**src/rtl/lcd_stn_pkg.sv**
```systemverilog
package lcd_stn_pkg;

  localparam int unsigned WORD_W       = 16;
  localparam int unsigned BUS_W        = 4;
  localparam int unsigned PIX_PER_UNIT = 16;
  localparam int unsigned GRP_IDX_W    = $clog2(WORD_W / BUS_W);
  localparam int unsigned BITSEL_W     = $clog2(WORD_W);

  typedef enum logic [1:0] {
    DEPTH_1 = 2'd0,
    DEPTH_2 = 2'd1,
    DEPTH_4 = 2'd2
  } depth_e;

  // bits per pixel for a depth selector; reserved code behaves as 4 bpp
  function automatic int unsigned bits_per_pixel(logic [1:0] sel);
    case (depth_e'(sel))
      DEPTH_1: return 1;
      DEPTH_2: return 2;
      default: return 4;
    endcase
  endfunction

  // index of the last four-pixel group held in one word
  function automatic logic [GRP_IDX_W-1:0] last_group(logic [1:0] sel);
    return GRP_IDX_W'(WORD_W / (BUS_W * bits_per_pixel(sel)) - 1);
  endfunction

  // MSB of each of the four pixels of group g
  function automatic logic [BUS_W-1:0] pick_group(logic [WORD_W-1:0] w,
                                                  logic [1:0] sel,
                                                  logic [GRP_IDX_W-1:0] g);
    logic [BUS_W-1:0] r;
    int unsigned bpp;
    int unsigned idx;
    bpp = bits_per_pixel(sel);
    for (int k = 0; k < int'(BUS_W); k++) begin
      idx  = (32'(g) * BUS_W + 32'(k)) * bpp + bpp - 1;
      r[k] = w[idx[BITSEL_W-1:0]];
    end
    return r;
  endfunction

  // pixel-clock groups in one line
  function automatic int unsigned line_groups(int unsigned w16);
    return w16 * (PIX_PER_UNIT / BUS_W);
  endfunction

endpackage

```
**src/rtl/lcd_fifo.sv**
```systemverilog
module lcd_fifo #(
  parameter int W     = 16,
  parameter int DEPTH = 4,
  localparam int PTR_W = (DEPTH > 1) ? $clog2(DEPTH) : 1,
  localparam int CNT_W = $clog2(DEPTH + 1)
) (
  input  logic             clk,
  input  logic             rst_n,
  input  logic             push,
  input  logic [W-1:0]     din,
  input  logic             pop,
  output logic [W-1:0]     dout,
  output logic [CNT_W-1:0] count,
  output logic             empty,
  output logic             full
);

  logic [W-1:0]     store [DEPTH];
  logic [PTR_W-1:0] wr_q, rd_q;
  logic [CNT_W-1:0] cnt_q;

  function automatic logic [PTR_W-1:0] step(logic [PTR_W-1:0] p);
    return (p == PTR_W'(DEPTH - 1)) ? '0 : p + 1'b1;
  endfunction

  always_ff @(posedge clk) begin
    if (push) store[wr_q] <= din;
  end

  always_ff @(posedge clk or negedge rst_n) begin
    if (!rst_n) begin
      wr_q  <= '0;
      rd_q  <= '0;
      cnt_q <= '0;
    end else begin
      if (push) wr_q <= step(wr_q);
      if (pop)  rd_q <= step(rd_q);
      case ({push, pop})
        2'b10:   cnt_q <= cnt_q + 1'b1;
        2'b01:   cnt_q <= cnt_q - 1'b1;
        default: cnt_q <= cnt_q;
      endcase
    end
  end

  assign dout  = store[rd_q];
  assign count = cnt_q;
  assign empty = (cnt_q == '0);
  assign full  = (cnt_q == CNT_W'(DEPTH));

  assert_no_overflow_R11: assert property (@(posedge clk) disable iff (!rst_n)
    push |-> !full);

  assert_no_underflow_R10: assert property (@(posedge clk) disable iff (!rst_n)
    pop |-> !empty);

endmodule

```
**src/rtl/lcd_fetch.sv**
```systemverilog
module lcd_fetch #(
  parameter int ADDR_W = 16,
  parameter int DEPTH  = 4,
  parameter int CNT_W  = 3
) (
  input  logic              clk,
  input  logic              rst_n,
  input  logic [ADDR_W-1:0] cfg_base,
  input  logic [ADDR_W:0]   cfg_frame_words,
  input  logic [CNT_W-1:0]  fifo_count,
  input  logic              rsp_valid,
  input  logic              mem_ready,
  output logic              mem_req,
  output logic [ADDR_W-1:0] mem_addr
);

  logic [ADDR_W:0]  idx_q;
  logic [CNT_W-1:0] outst_q;
  logic [CNT_W:0]   credit_used;
  logic             accept;
  logic             last_word;

  assign credit_used = {1'b0, fifo_count} + {1'b0, outst_q};
  assign mem_req     = (credit_used < (CNT_W+1)'(DEPTH));
  assign accept      = mem_req && mem_ready;
  assign last_word   = (idx_q == cfg_frame_words - 1'b1);
  assign mem_addr    = cfg_base + idx_q[ADDR_W-1:0];

  always_ff @(posedge clk or negedge rst_n) begin
    if (!rst_n) begin
      idx_q   <= '0;
      outst_q <= '0;
    end else begin
      if (accept) idx_q <= last_word ? '0 : idx_q + 1'b1;
      case ({accept, rsp_valid})
        2'b10:   outst_q <= outst_q + 1'b1;
        2'b01:   outst_q <= outst_q - 1'b1;
        default: outst_q <= outst_q;
      endcase
    end
  end

  assert_credit_bound_R11: assert property (@(posedge clk) disable iff (!rst_n)
    credit_used <= (CNT_W+1)'(DEPTH));

  assert_addr_step_R2: assert property (@(posedge clk) disable iff (!rst_n)
    (accept && !last_word) |=> (mem_addr == $past(mem_addr) + 1'b1));

  assert_addr_wrap_R3: assert property (@(posedge clk) disable iff (!rst_n)
    (accept && last_word) |=> (mem_addr == cfg_base));

endmodule

```
**src/rtl/lcd_unpack.sv**
```systemverilog
module lcd_unpack
  import lcd_stn_pkg::*;
(
  input  logic              clk,
  input  logic              rst_n,
  input  logic [1:0]        cfg_bpp,
  input  logic [WORD_W-1:0] fifo_dout,
  input  logic              fifo_empty,
  output logic              fifo_pop,
  input  logic              grp_take,
  output logic              grp_valid,
  output logic [BUS_W-1:0]  grp_data
);

  logic [WORD_W-1:0]    cur_q;
  logic                 cur_valid_q;
  logic [GRP_IDX_W-1:0] gidx_q;
  logic                 at_last;
  logic                 consume;
  logic                 load;

  assign at_last  = (gidx_q == last_group(cfg_bpp));
  assign consume  = grp_take && cur_valid_q;
  assign load     = !fifo_empty && (!cur_valid_q || (consume && at_last));
  assign fifo_pop = load;

  always_ff @(posedge clk or negedge rst_n) begin
    if (!rst_n) begin
      cur_q       <= '0;
      cur_valid_q <= 1'b0;
      gidx_q      <= '0;
    end else if (load) begin
      cur_q       <= fifo_dout;
      cur_valid_q <= 1'b1;
      gidx_q      <= '0;
    end else if (consume) begin
      if (at_last) cur_valid_q <= 1'b0;
      else         gidx_q      <= gidx_q + 1'b1;
    end
  end

  assign grp_valid = cur_valid_q;
  assign grp_data  = pick_group(cur_q, cfg_bpp, gidx_q);

  assert_group_range_R4: assert property (@(posedge clk) disable iff (!rst_n)
    cur_valid_q |-> (gidx_q <= last_group(cfg_bpp)));

endmodule

```
**src/rtl/lcd_timing.sv**
```systemverilog
module lcd_timing
  import lcd_stn_pkg::*;
#(
  parameter int WIDTH_W   = 7,
  parameter int LINE_W    = 10,
  parameter int PCLK_HALF = 1,
  localparam int GC_W = WIDTH_W + $clog2(PIX_PER_UNIT / BUS_W),
  localparam int PH_W = (2 * PCLK_HALF > 2) ? $clog2(2 * PCLK_HALF) : 1
) (
  input  logic               clk,
  input  logic               rst_n,
  input  logic               start,
  input  logic [WIDTH_W-1:0] cfg_width16,
  input  logic [LINE_W-1:0]  cfg_lines,
  input  logic               grp_valid,
  input  logic [BUS_W-1:0]   grp_data,
  output logic               grp_take,
  output logic               pclk,
  output logic               lclk,
  output logic               frm,
  output logic               m,
  output logic [BUS_W-1:0]   dd,
  output logic               underrun
);

  logic              running_q, lslot_q, m_q, under_q;
  logic [PH_W-1:0]   phase_q;
  logic [GC_W-1:0]   grp_q;
  logic [LINE_W-1:0] line_q;
  logic [BUS_W-1:0]  dd_q;

  logic slot_start, slot_end, second_half, line_done, frame_wrap, starve;

  assign slot_start  = running_q && (phase_q == '0);
  assign slot_end    = running_q && (phase_q == PH_W'(2 * PCLK_HALF - 1));
  assign second_half = (phase_q >= PH_W'(PCLK_HALF));
  assign grp_take    = slot_start && !lslot_q;
  assign starve      = grp_take && !grp_valid;
  assign line_done   = slot_end && !lslot_q &&
                       (grp_q == GC_W'(line_groups(32'(cfg_width16)) - 1));
  assign frame_wrap  = slot_end && lslot_q && (line_q == cfg_lines - 1'b1);

  always_ff @(posedge clk or negedge rst_n) begin
    if (!rst_n) begin
      running_q <= 1'b0;
      lslot_q   <= 1'b0;
      m_q       <= 1'b0;
      under_q   <= 1'b0;
      phase_q   <= '0;
      grp_q     <= '0;
      line_q    <= '0;
      dd_q      <= '0;
    end else if (!running_q) begin
      if (start) running_q <= 1'b1;
    end else begin
      phase_q <= slot_end ? '0 : phase_q + 1'b1;
      if (grp_take) dd_q <= grp_valid ? grp_data : '0;
      if (starve) under_q <= 1'b1;
      if (slot_end) begin
        if (!lslot_q) begin
          if (line_done) begin
            lslot_q <= 1'b1;
            grp_q   <= '0;
          end else begin
            grp_q <= grp_q + 1'b1;
          end
        end else begin
          lslot_q <= 1'b0;
          if (frame_wrap) begin
            line_q <= '0;
            m_q    <= ~m_q;
          end else begin
            line_q <= line_q + 1'b1;
          end
        end
      end
    end
  end

  assign pclk     = running_q && !lslot_q && second_half;
  assign lclk     = running_q && lslot_q && second_half;
  assign frm      = running_q && (line_q == '0);
  assign m        = m_q;
  assign dd       = dd_q;
  assign underrun = under_q;

  assert_clk_exclusive_R7: assert property (@(posedge clk) disable iff (!rst_n)
    !(pclk && lclk));

  assert_dd_hold_R12: assert property (@(posedge clk) disable iff (!rst_n)
    (pclk && $past(pclk)) |-> $stable(dd));

  assert_m_at_frame_R9: assert property (@(posedge clk) disable iff (!rst_n)
    !$stable(m) |-> $rose(frm));

  assert_underrun_sticky_R10: assert property (@(posedge clk) disable iff (!rst_n)
    underrun |=> underrun);

  assert_starve_zero_R10: assert property (@(posedge clk) disable iff (!rst_n)
    starve |=> (dd == '0));

endmodule

```
**src/rtl/lcd_stn_ctrl.sv**
```systemverilog
module lcd_stn_ctrl
  import lcd_stn_pkg::*;
#(
  parameter int ADDR_W     = 16,
  parameter int WIDTH_W    = 7,
  parameter int LINE_W     = 10,
  parameter int FIFO_DEPTH = 4,
  parameter int PCLK_HALF  = 1,
  localparam int CNT_W = $clog2(FIFO_DEPTH + 1)
) (
  input  logic               clk,
  input  logic               rst_n,
  input  logic [ADDR_W-1:0]  cfg_base,
  input  logic [ADDR_W:0]    cfg_frame_words,
  input  logic [WIDTH_W-1:0] cfg_width16,
  input  logic [LINE_W-1:0]  cfg_lines,
  input  logic [1:0]         cfg_bpp,
  output logic               mem_req,
  output logic [ADDR_W-1:0]  mem_addr,
  input  logic               mem_ready,
  input  logic               mem_rvalid,
  input  logic [WORD_W-1:0]  mem_rdata,
  output logic               lcd_pclk,
  output logic               lcd_lclk,
  output logic               lcd_frm,
  output logic               lcd_m,
  output logic [BUS_W-1:0]   lcd_dd,
  output logic               underrun
);

  logic [WORD_W-1:0] fifo_dout;
  logic [CNT_W-1:0]  fifo_count;
  logic              fifo_empty, fifo_full, fifo_pop;
  logic              grp_take, grp_valid;
  logic [BUS_W-1:0]  grp_data;
  logic              primed_q;

  always_ff @(posedge clk or negedge rst_n) begin
    if (!rst_n)         primed_q <= 1'b0;
    else if (fifo_full) primed_q <= 1'b1;
  end

  lcd_fetch #(.ADDR_W(ADDR_W), .DEPTH(FIFO_DEPTH), .CNT_W(CNT_W)) u_fetch (
    .clk, .rst_n, .cfg_base, .cfg_frame_words,
    .fifo_count, .rsp_valid(mem_rvalid), .mem_ready,
    .mem_req, .mem_addr
  );

  lcd_fifo #(.W(WORD_W), .DEPTH(FIFO_DEPTH)) u_fifo (
    .clk, .rst_n, .push(mem_rvalid), .din(mem_rdata), .pop(fifo_pop),
    .dout(fifo_dout), .count(fifo_count), .empty(fifo_empty), .full(fifo_full)
  );

  lcd_unpack u_unpack (
    .clk, .rst_n, .cfg_bpp, .fifo_dout, .fifo_empty, .fifo_pop,
    .grp_take, .grp_valid, .grp_data
  );

  lcd_timing #(.WIDTH_W(WIDTH_W), .LINE_W(LINE_W), .PCLK_HALF(PCLK_HALF)) u_timing (
    .clk, .rst_n, .start(primed_q), .cfg_width16, .cfg_lines,
    .grp_valid, .grp_data, .grp_take,
    .pclk(lcd_pclk), .lclk(lcd_lclk), .frm(lcd_frm), .m(lcd_m),
    .dd(lcd_dd), .underrun
  );

  assert_start_after_prime_R11: assert property (@(posedge clk) disable iff (!rst_n)
    lcd_pclk |-> primed_q);

endmodule

```
**config.mk**
```make
export PLATFORM = sky130hd
export DESIGN_NAME = lcd_stn_ctrl
export DESIGN_NICKNAME = d
export VERILOG_FILES = /design/src/rtl/lcd_stn_pkg.sv /design/src/rtl/lcd_fifo.sv /design/src/rtl/lcd_fetch.sv /design/src/rtl/lcd_unpack.sv /design/src/rtl/lcd_timing.sv /design/src/rtl/lcd_stn_ctrl.sv
export SDC_FILE = /design/constraint.sdc
export NUM_CORES = 1
export LEC_CHECK = 0
export ABC_AREA = 0
export BUFFER_PORTS_ARGS = -buffer_cell sky130_fd_sc_hd__buf_2
export CAP_MARGIN = 20
export CORE_MARGIN = 3
export CORE_UTILIZATION = 50
export DETAILED_ROUTE_END_ITERATION = 7
export PLACE_DENSITY = 0.73
export SLEW_MARGIN = 15
export SYNTH_ARGS = -nofsm -noshare
export SYNTH_HDL_FRONTEND = slang
export SYNTH_SLANG_ARGS = --single-unit
```
**constraint.sdc**
```tcl
create_clock -name clk -period 3.3 [get_ports clk]
set_input_delay 0.66 -clock clk [delete_from_list [all_inputs] [get_ports clk]]
set_output_delay 0.66 -clock clk [all_outputs]
set_load 0.02 [all_outputs]
```
=== After elaboration in Yosys (flattened, before gate mapping) ===
Memories as Yosys holds them, arrays and structs flattened. A register that Yosys moved wholly into a read port is not among the register bits.
Index checks and enable logic that the tools add are counted.

* Equality and inequality tests: 13
* Bitwise operators: 3
* Div/mod/pow operators: 1
* $mul: 4
* $lt $le $gt $ge: 6
* Reductions and logical operators: 37
* Add/sub/neg operators: 28
* Multiplexer cells: 30

{| class="wikitable"
|+ Operators with widths
! cell !! count
|-
| multiplier 32 x 3 -> 4 bit || 3
|-
| divider 5 x 32 -> 32 bit (first input constant) || 1
|-
| < comparator 4 x 5 -> 1 bit (second input constant) || 4
|-
| one-hot mux 3 bit (2 select lines) || 3
|-
| adder 17 x 1 -> 17 bit (second input constant) || 1
|-
| equality test 17 bit || 1
|-
| logical AND 1 bit || 17
|-
| 2-to-1 mux 17 bit || 1
|-
| subtractor 17 x 1 -> 17 bit (second input constant) || 1
|-
| adder 16 bit || 1
|-
| adder 4 x 3 -> 4 bit || 4
|-
| binary-select mux 1 bit (select 4 bit) || 4
|-
| subtractor 4 x 1 -> 4 bit (second input constant) || 4
|-
| 2-to-1 mux 1 bit || 14
|-
| adder 10 x 1 -> 10 bit (second input constant) || 1
|-
| adder 4 x 2 -> 5 bit (second input constant) || 2
|-
| equality test 10 bit || 1
|-
| logical NOT 10 bit || 1
|-
| 2-to-1 mux 10 bit || 1
|-
| 2-to-1 mux 2 bit || 5
|-
| AND reduction 2 bit || 5
|-
| subtractor 10 x 1 -> 10 bit (second input constant) || 1
|-
| adder 9 x 1 -> 9 bit (second input constant) || 1
|-
| equality test 9 bit || 1
|-
| 26 further kinds || 44
|}

* Memories kept: 1
* Register bits: 59
* Word-level logic and storage cells: 139
* Memory bits (writable): 64

{| class="wikitable"
|+ Memories
! memory !! depth !! width !! read ports !! clocked after memory_dff !! wr ports !! line !! text
|-
| u_fifo.store || 4 || 16 || 1 || 1 || 1 || lcd_fifo.sv:18 || <nowiki>logic [W-1:0] store [DEPTH];</nowiki>
|}

=== Longest topological paths before layout ===
Gate-level depths: netlist of the first run.

* Depth in word-level cells: 10
* Gate-level depth with buffers: 14

=== By module ===
From an unflattened synthesis of the first run, not the netlist that was laid out.

* Cell total of the unflattened synthesis: 759
* Area total of the unflattened synthesis: 8,505.7 um^2

{| class="wikitable"
|+ Modules (own cells, without submodules)
! module !! cells an instance !! instances !! area each (um^2) !! seq. area each (um^2)
|-
| lcd_fifo || 122 || 1 || 2,768.9 || 2,097.0
|-
| lcd_fetch || 287 || 1 || 2,383.5 || 500.5
|-
| lcd_timing || 216 || 1 || 1,889.3 || 700.7
|-
| lcd_unpack || 132 || 1 || 1,432.6 || 475.5
|-
| lcd_stn_ctrl || 2 || 1 || 31.3 || 25.0
|}

=== Worst setup path after synthesis of the first run ===
Ideal clock, no wire load.

* Path kind: input port to flip-flop
* Start point: in cfg_bpp[1]
* End point: reg u_timing.dd_q[2], in the netlist u_timing.dd[2]
* Setup time: 0.121 ns
* Path slack: -0.299 ns
* Arrival: 3.479 ns
* Stages: 12
* Path buffers: 0
* Path through: nor2_1 and2_1 ha_1 inv_1 fa_1 inv_1 ha_1 a21oi_1 xnor2_1 xnor2_1 mux4_2 a22o_1

* Word-level cells in the longest chain between the ends: 8
* Elaborated cells on any way between the ends: 9
* Classes of those cells: add/sub: 2; mul: 1; eq/ne: 1; mux: 4; reduce/logical: 1

{| class="wikitable"
|+ RTL lines
! item !! line !! text
|-
| start: declaration || lcd_stn_ctrl.sv:17 || <nowiki>input logic [1:0] cfg_bpp,</nowiki>
|-
| equality test 2 x 1 -> 1 bit or logical NOT 2 bit (tied branches) || lcd_stn_pkg.sv:17 || <nowiki>case (depth_e'(sel))</nowiki>
|-
| one-hot mux 3 bit (2 select lines) (*) || lcd_stn_pkg.sv:17 ||
|-
| multiplier 32 x 3 -> 4 bit || lcd_stn_pkg.sv:38 || <nowiki>idx = (32'(g) * BUS_W + 32'(k)) * bpp + bpp - 1;</nowiki>
|-
| adder 4 x 3 -> 4 bit (*) || lcd_stn_pkg.sv:38 ||
|-
| subtractor 4 x 1 -> 4 bit (*) || lcd_stn_pkg.sv:38 ||
|-
| binary-select mux 1 bit (select 4 bit) (*) || lcd_stn_pkg.sv:39 || <nowiki>r[k] = w[idx[BITSEL_W-1:0]];</nowiki>
|-
| 2-to-1 mux 1 bit (not written as such) (*) || lcd_stn_pkg.sv:39 ||
|-
| 2-to-1 mux 4 bit (*) || lcd_timing.sv:57 || <nowiki>if (grp_take) dd_q <= grp_valid ? grp_data : '0;</nowiki>
|-
| end signal: assignment || lcd_timing.sv:57 ||
|-
| end: declaration || lcd_timing.sv:30 || <nowiki>logic [BUS_W-1:0] dd_q;</nowiki>
|}

Every way passes the cells marked *; elsewhere a longest branch is shown, timed or not. The select of a mux whose other input is x is not followed.
A chain may end at the register's enable or synchronous reset.

=== Worst setup path after layout of the first run ===
* Start point: reg u_fetch.idx_q[0]
* End point: out mem_addr[14]

* Word-level cells in the longest chain between the ends: 1

{| class="wikitable"
|+ RTL lines
! item !! line !! text
|-
| start: declaration || lcd_fetch.sv:17 || <nowiki>logic [ADDR_W:0] idx_q;</nowiki>
|-
| start signal: assignment || lcd_fetch.sv:34 || <nowiki>if (accept) idx_q <= last_word ? '0 : idx_q + 1'b1;</nowiki>
|-
| adder 16 bit || lcd_fetch.sv:27 || <nowiki>assign mem_addr = cfg_base + idx_q[ADDR_W-1:0];</nowiki>
|-
| end: declaration || lcd_stn_ctrl.sv:19 || <nowiki>output logic [ADDR_W-1:0] mem_addr,</nowiki>
|}

No other way between the ends.

==> results by group, run 1 <==
Die
  • Height of the die: 134 um
  • Core area: 16000 sq um
  • FP Rows: 46
  • Die Wd: 134 um
  • Initial Util: 51.3%
  • Die Area: 18000 sq um
  • I/O Pins: 98

Critical path
  • CP max stage delay: 0.42 ns
  • CP required: 2.64 ns
  • Critical path cell sequence: ha_2 > inv_1 > fa_2 > nor2b_1 > o31a_1 > o21ai_2 > o211ai_1 > a21o_1 > a21oi_2 > xnor2_1 > buf_4
  • Slowest CP cell: dfrtp_2
  • Startpoint type of the worst setup path: flip-flop
  • Setup CP Type: flip-flop to output pin
  • R2R depth: 11
  • Worst reg2reg setup slack: 0.36 ns
  • CP endpoint kind: output pin
  • Largest fanout on the critical path: 2
  • CP arrival: 2.50 ns
  • R2r endpoint: u_timing.dd[2]
  • RR Startpoint: u_unpack.gidx_q[0]
  • Critical path buffers and inverters: 2
  • CP top delay family: compound AO/OA/AOI/OAI gates

Power
  • Flop pwr share: 39.0%
  • Part of the power in combinational logic: 35.0%
  • Pwr dens: 725 nW/um^2
  • Leak: 4.07 nW
  • Internal power: 4.60 mW
  • P_sw: 2.47 mW
  • Clock power share: 26.0%
  • Sw Share: 34.9%
  • Max rail drop VDD: 0.420 mV

Global route
  • Largest net degree at the start of global routing: 50
  • Grt total ovfl: 0
  • Antenna violations before repair: 0
  • Vias in the first global route: 5626
  • First-pass GRT wire length: 27300 um
  • GR Util All Layers: 18.7%

Synthesis
  • Top FF cell, synth: dfrtp_1
  • Synthesized area: 8210 sq um
  • Top cell type by total area after synthesis: edfxtp_1
  • Post-Synthesis Cells: 739
  • Seq cells post-synth: 139
  • EDFF count, synth: 64
  • Synth top area share: 23.4%
  • Mean Syn Cell Area: 11.1 sq um
  • Synth Area in Adders: 7.16%
  • Syn. warnings: 0
  • Distinct cells, synth: 67
  • Combinational family with the most area after synthesis: simple AND/OR/NAND/NOR gates
  • XOR/XNOR Fraction of Synth Area: 10.3%
  • Register area share after synthesis: 46.3%
  • Compound-Gate Fraction of Synth Area: 8.89%
  • Synth area leaders: edfxtp_1, dfrtp_1, mux4_2
  • Mux cell area share after synthesis: 8.73%
  • Asr flop ratio synth: 54.0%
  • Syn_nets: 855
  • Synth Area in Simple Gates: 15.5%

Detailed routing
  • Via Count: 5927
  • Drt wl/cell: 15.3 um
  • Number of DRC markers in iteration 0: 287
  • Routed Antenna Nets: 0
  • Initial DRT Pass Iterations: 4
  • Routed wire length: 16600 um
  • Vias per inst: 5.44
  • DRC: 0

Placed design
  • DP Area: 9100 sq um
  • GPL Wtd Cong: 0.898
  • Post-DP HPWL: 12200 um
  • Dpl cells: 1054
  • Port bufs: 97

Clock tree
  • CTS Buf Count: 17
  • CTS Buffer Depth: 2
  • Clk slew on worst S/H paths: 0.06 ns
  • Root Driver: clkbuf_16
  • CTS tree: done
  • Hold buffers post-CTS: 0
  • Htree depth: 4
  • Clk Latency, worst-skew pair: 0.41 ns
  • Clock sink count: 139

Cells and area
  • Post-route cell area: 9750 sq um
  • Antenna Cells: 0
  • Syn-to-layout area delta: 18.8%
  • FILL cells: 1311
  • Final instance count without filler cells: 1089
  • Final Net Count: 976
  • Register area: 3810 sq um
  • Multi-input gate area: 4210 sq um
  • Layout cells sized above 1: 26.3%

Timing
  • Max-slew violation count: 0
  • Clk_skew: 0.00959 ns
  • Final period utilization: 95.7%
  • Final Hold Violating Endpoints: 0
  • Max Fclk: 317 MHz
  • Relative slew slack: 41.6%
  • Fin crit period: 3.16 ns
  • Final count of negative-setup-slack endpoints: 0
  • Slew @ Worst Pin: 0.876 ns

Run
  • Max-cap violation count: 0

Run status
  • Status: complete, no violations

Worst hold path
  • Hold Crit Class: input port to asynchronous set/reset pin
[repair_timing]
| action | in CTS | in global routing |
|---|---|---|
| pin swaps | 0 | 8 |
| setup buffers | 1 | 2 |
| endpoints found under the setup margin | 3 | 4 |
| gates resized for setup | 2 | 16 |
[layout by cell type (no fill, tap or decap), types with 22 or more instances in the layout]
cell | netlist | routed
a21oi_1 | 25 | 23
inv_1 | 35 | 35
buf_4 | 0 | 34
buf_2 | 3 | 94
nor2_1 | 81 | 80
o21ai_0 | 30 | 27
edfxtp_1 | 64 | 64
xor2_1 | 41 | 41
nand2_1 | 36 | 36
xnor2_1 | 53 | 53
ha_1 | 39 | 37
mux4_2 | 22 | 22
dfrtp_1 | 75 | 69
[layer usage]
| metal | wire (um) | share of wire (%) | up-vias | global-route usage (%) |
|---|---|---|---|---|
| li1 | - | - | 2937 | - |
| met5 | 0 | 0 | - | 0 |
| met1 | 7730 | 46 | 2842 | 26.4 |
| met3 | 680 | 4.1 | 15 | 3.53 |
| met2 | 8060 | 49 | 133 | 30.5 |
| met4 | 154 | 0.93 | 0 | 4.52 |
[logic make-up (layout without fill, tap and decap cells)]
logic type,after synthesis,in the layout
and+or+nand+nor,244,244
DFF,139,139
AOI/OAI and AO/OA,112,112
xor gates and xnor gates,95,95
buffers and inverters,63,197
adders and majority gates,44,44
muxes,42,42
[Yosys cell counts, drive strengths merged (7+ instances only)]
cell and instances:
nor2 81, dfrtp 75, edfxtp 64, xnor2 53, xor2 41, ha 39
inv 36, nand2 36, o21ai 32, a21oi 25, nor3 25, mux4 22
clkbuf 21, nand3 21, mux2 17, and3 16, nor4 11, a21o 9
nand4 9, or4 7
[worst register-to-register path: stages, from the launching register on]
cell and delay (ns):
dfrtp_1 0.39, and2_1 0.16, ha_1 0.28, inv_1 0.05
fa_1 0.49, inv_1 0.04, ha_1 0.27, a21oi_2 0.13
xnor2_1 0.14, xnor2_1 0.16, mux4_2 0.51, a22o_1 0.20
[registers in the layout (all words and copies together) (netlist names), 2 cells and up]
signal           flops
u_timing.dd          4
u_timing.line_q     10
u_fifo.wr_q          2
u_fifo.store        64
u_fetch.outst_q      3
u_fifo.count         3
u_fetch.idx_q       17
u_fifo.rd_q          2
u_unpack.gidx_q      2
u_unpack.cur_q      16
u_timing.grp_q       9
[power groups by stage]
stage	clock (mW)	combinational, mW	sequential [mW]
floorplan	0	1.93	2.61
global placement	0	2.36	2.78
finish	1.84	2.48	2.75
CTS	1.88	2.48	2.76
global route	1.96	2.78	2.81
detailed placement	0	2.44	2.79
[area by class of cell]
| type | count | area share, % |
|---|---|---|
| tap | 216 | 2.77 |
| timing repair buffer | 129 | 7.65 |
| clock buffer | 17 | 4.36 |
| sequential | 139 | 39.0 |
| inverter | 36 | 1.39 |
| multi-input combinational | 537 | 43.2 |
| clock inverter | 15 | 1.55 |
[worst max path at each step]
stage                                 from              to  cells past startpoint
after floorplan                 cfg_bpp[1]  u_timing.dd[2]                     12
after global placement          cfg_bpp[1]  u_timing.dd[2]                     13
after detailed placement        cfg_bpp[0]  u_timing.dd[2]                     13
after CTS                 u_fetch.idx_q[1]    mem_addr[12]                     10
after global routing      u_fetch.idx_q[4]    mem_addr[15]                      9
final                     u_fetch.idx_q[0]    mem_addr[14]                     11
[through the flow]
step	util [%]	power (mW)	setup WS (ns)	TNS [ns]	hold slack [ns]
floorplan	-	4.54	0.0187	0	0.364
global placement	56.9	5.14	-0.0796	-0.0796	0.438
detailed placement	56.9	5.24	-0.0986	-0.0986	0.441
CTS	60.5	7.12	0.0273	0	0.289
global route	60.9	7.56	-0.00930	-0.0117	0.309
finish	60.9	7.07	0.141	0	0.265
(Power assumes the default switching activity.)
==> run 2, diff against run 1 <==
--- a/config.mk
+++ b/config.mk
@@ -6,12 +6,12 @@
 export NUM_CORES = 1
 export LEC_CHECK = 0
 export ABC_AREA = 0
-export BUFFER_PORTS_ARGS = -buffer_cell sky130_fd_sc_hd__buf_2
 export CAP_MARGIN = 20
 export CORE_MARGIN = 3
 export CORE_UTILIZATION = 50
 export DETAILED_ROUTE_END_ITERATION = 7
-export PLACE_DENSITY = 0.73
+export DONT_BUFFER_PORTS = 1
+export PLACE_DENSITY = 0.71
 export SLEW_MARGIN = 15
 export SYNTH_ARGS = -nofsm -noshare
 export SYNTH_HDL_FRONTEND = slang
==> run 2 against run 1 <==
  * Clock power shrank 4%
  * Non-clock buffer count down 99
  * Final cell count decreased by 9.1%
  * Final area down 5.3%
  * Hold slack lost 0.14 ns
  * Die area stayed put
  * Flip-flop and latch count stayed put
  * Largest cell class unchanged
==> results by group, run 2 (same netlist as run 1, synthesis figures left out) <==
Global route
  • Grt total ovfl: 0
  • Antenna violations before repair: 0
  • First-pass GRT wire length: 28300 um
  • Vias in the first global route: 5906
  • Largest net degree at the start of global routing: 76
  • GR Util All Layers: 19.7%

Run
  • Max-cap violation count: 0

Clock tree
  • Clock sink count: 139
  • CTS Buffer Depth: 2
  • CTS Buf Count: 17
  • Htree depth: 4
  • Root Driver: clkbuf_16
  • Clk slew on worst S/H paths: 0.06 ns
  • CTS tree: done
  • Clk Latency, worst-skew pair: 0.42 ns

Timing
  • RSZ-0062 raised after global routing: yes
  • Final Hold Violating Endpoints: 0
  • Clk_skew: 0.00736 ns
  • Slew @ Worst Pin: 0.836 ns
  • Final count of negative-setup-slack endpoints: 0
  • Max Fclk: 305 MHz
  • Fin crit period: 3.28 ns
  • Max-slew violation count: 0
  • Relative slew slack: 44.2%
  • Final setup margin: 0.0231 ns
  • Final period utilization: 99.3%

Cells and area
  • FILL cells: 1286
  • Commonest non-fill, non-tap cell in the layout: nor2_1
  • Layout cells sized above 1: 16.8%
  • Register area: 3800 sq um
  • Reg with most FFs: u_fifo.store
  • Post-route cell area: 9230 sq um
  • Max FFs per register: 64
  • Most frequent cells in the layout: nor2_1, dfrtp_1, edfxtp_1
  • Final Net Count: 877
  • Syn-to-layout area delta: 12.5%
  • Registers with the most flip-flops: u_fifo.store: 64 flops, u_fetch.idx_q: 17 flops, u_unpack.cur_q: 16 flops
  • Post-layout util: 57.7%
  • Multi-input gate area: 4230 sq um
  • Antenna Cells: 0

Placed design
  • DP Area: 8550 sq um
  • Port bufs: 0
  • Post-DP HPWL: 12500 um
  • GPL Wtd Cong: 0.901
  • Dpl ws: -0.00449 ns

Critical path
  • Setup CP Type: flip-flop to output pin
  • CP endpoint kind: output pin
  • CP required: 2.64 ns
  • CP arrival: 2.62 ns
  • Startpoint type of the worst setup path: flip-flop
  • Largest fanout on the critical path: 3

Die
  • Initial Util: 51.3%
  • FP Rows: 46
  • Die Wd: 134 um
  • Core area: 16000 sq um
  • Height of the die: 134 um
  • I/O Pins: 98
  • Die Area: 18000 sq um

Power
  • Sw Share: 35.4%
  • Pwr dens: 749 nW/um^2
  • Part of the power in combinational logic: 34.0%
  • Max rail drop VDD: 0.445 mV
  • P_sw: 2.45 mW
  • Flop pwr share: 40.5%
  • Clock power share: 25.5%
  • Leak: 3.69 nW
  • Internal power: 4.47 mW

Detailed routing
  • Via Count: 5761
  • Initial DRT Pass Iterations: 5
  • Number of DRC markers in iteration 0: 332
  • Routed Antenna Nets: 0
  • Routed wire length: 17200 um
  • Drt wl/cell: 17.4 um
  • Vias per inst: 5.82
  • DRC: 0

Worst hold path
  • Hold Crit Class: input port to asynchronous set/reset pin

Run status
  • Status: complete, no violations
[run 2: stage by stage]
step / cells / hold slack (ns) / power [mW] / setup TNS [ns]
floorplan: 739 / 0.364 / 4.54 / 0
global placement: 950 / 0.369 / 4.98 / 0
finish: 990 / 0.124 / 6.92 / 0
global route: 990 / 0.141 / 7.39 / -0.198
detailed placement: 950 / 0.369 / 5.11 / -0.00449
CTS: 990 / 0.135 / 6.98 / 0
[run 2: worst paths after layout]
kind	start	endpoint	slack [ns]	cells after the start
max in group asynchronous	rst_n	u_fetch.idx_q[1]	2.84	1
min in group clk	mem_rdata[15]	u_fifo.store[0][15]	0.34	0
worst min-delay path	rst_n	u_unpack.cur_q[3]	0.12	1
worst min register to register	primed_q	primed_q	0.45	1
worst max register to register	u_unpack.gidx_q[0]	u_timing.dd[2]	0.34	11
worst max-delay path	u_fetch.idx_q[0]	mem_addr[14]	0.02	11
[run 2: worst max-delay path, cell delays in order (launching register included)]
cell and delay [ns]:
dfrtp_2 0.44, ha_4 0.18, inv_2 0.05, fa_2 0.23
nor2b_4 0.05, o31a_1 0.28, o21ai_2 0.18, o211ai_1 0.12
a21o_1 0.21, a21oi_2 0.15, xnor2_1 0.14, buf_4 0.17
[run 2: area by class of cell]
type / instances / area share, %
Clock buffer: 17 / 4.61
Clock inverter: 15 / 1.38
Inverter: 36 / 1.46
Multi-Input combinational cell: 537 / 45.8
Sequential cell: 139 / 41.2
Tap cell: 216 / 2.93
Timing Repair Buffer: 30 / 2.66
[run 2: what timing repair did]
item                                    in CTS  in global routing
hold buffers                                 1                  0
setup buffers                                7                  0
endpoints found under the setup margin       5                  4
pin swaps                                    3                  3
endpoints found under the hold margin       75                  0
resized for setup                           11                  5
[run 2: power groups by stage]
stage	clock network, mW	logic (mW)	registers, mW
final	1.76	2.35	2.81
after floorplan	0	1.93	2.61
after detailed placement	0	2.27	2.84
after CTS	1.81	2.37	2.80
after global routing	1.88	2.64	2.87
after global placement	0	2.17	2.81
[run 2: metal layers]
metal	track usage [%]	up-vias	wire length (um)
met5	0	-	0
met4	5.88	0	272
met3	5.78	25	1260
met2	33.5	185	8470
met1	24.5	2826	7200
li1	-	2725	-
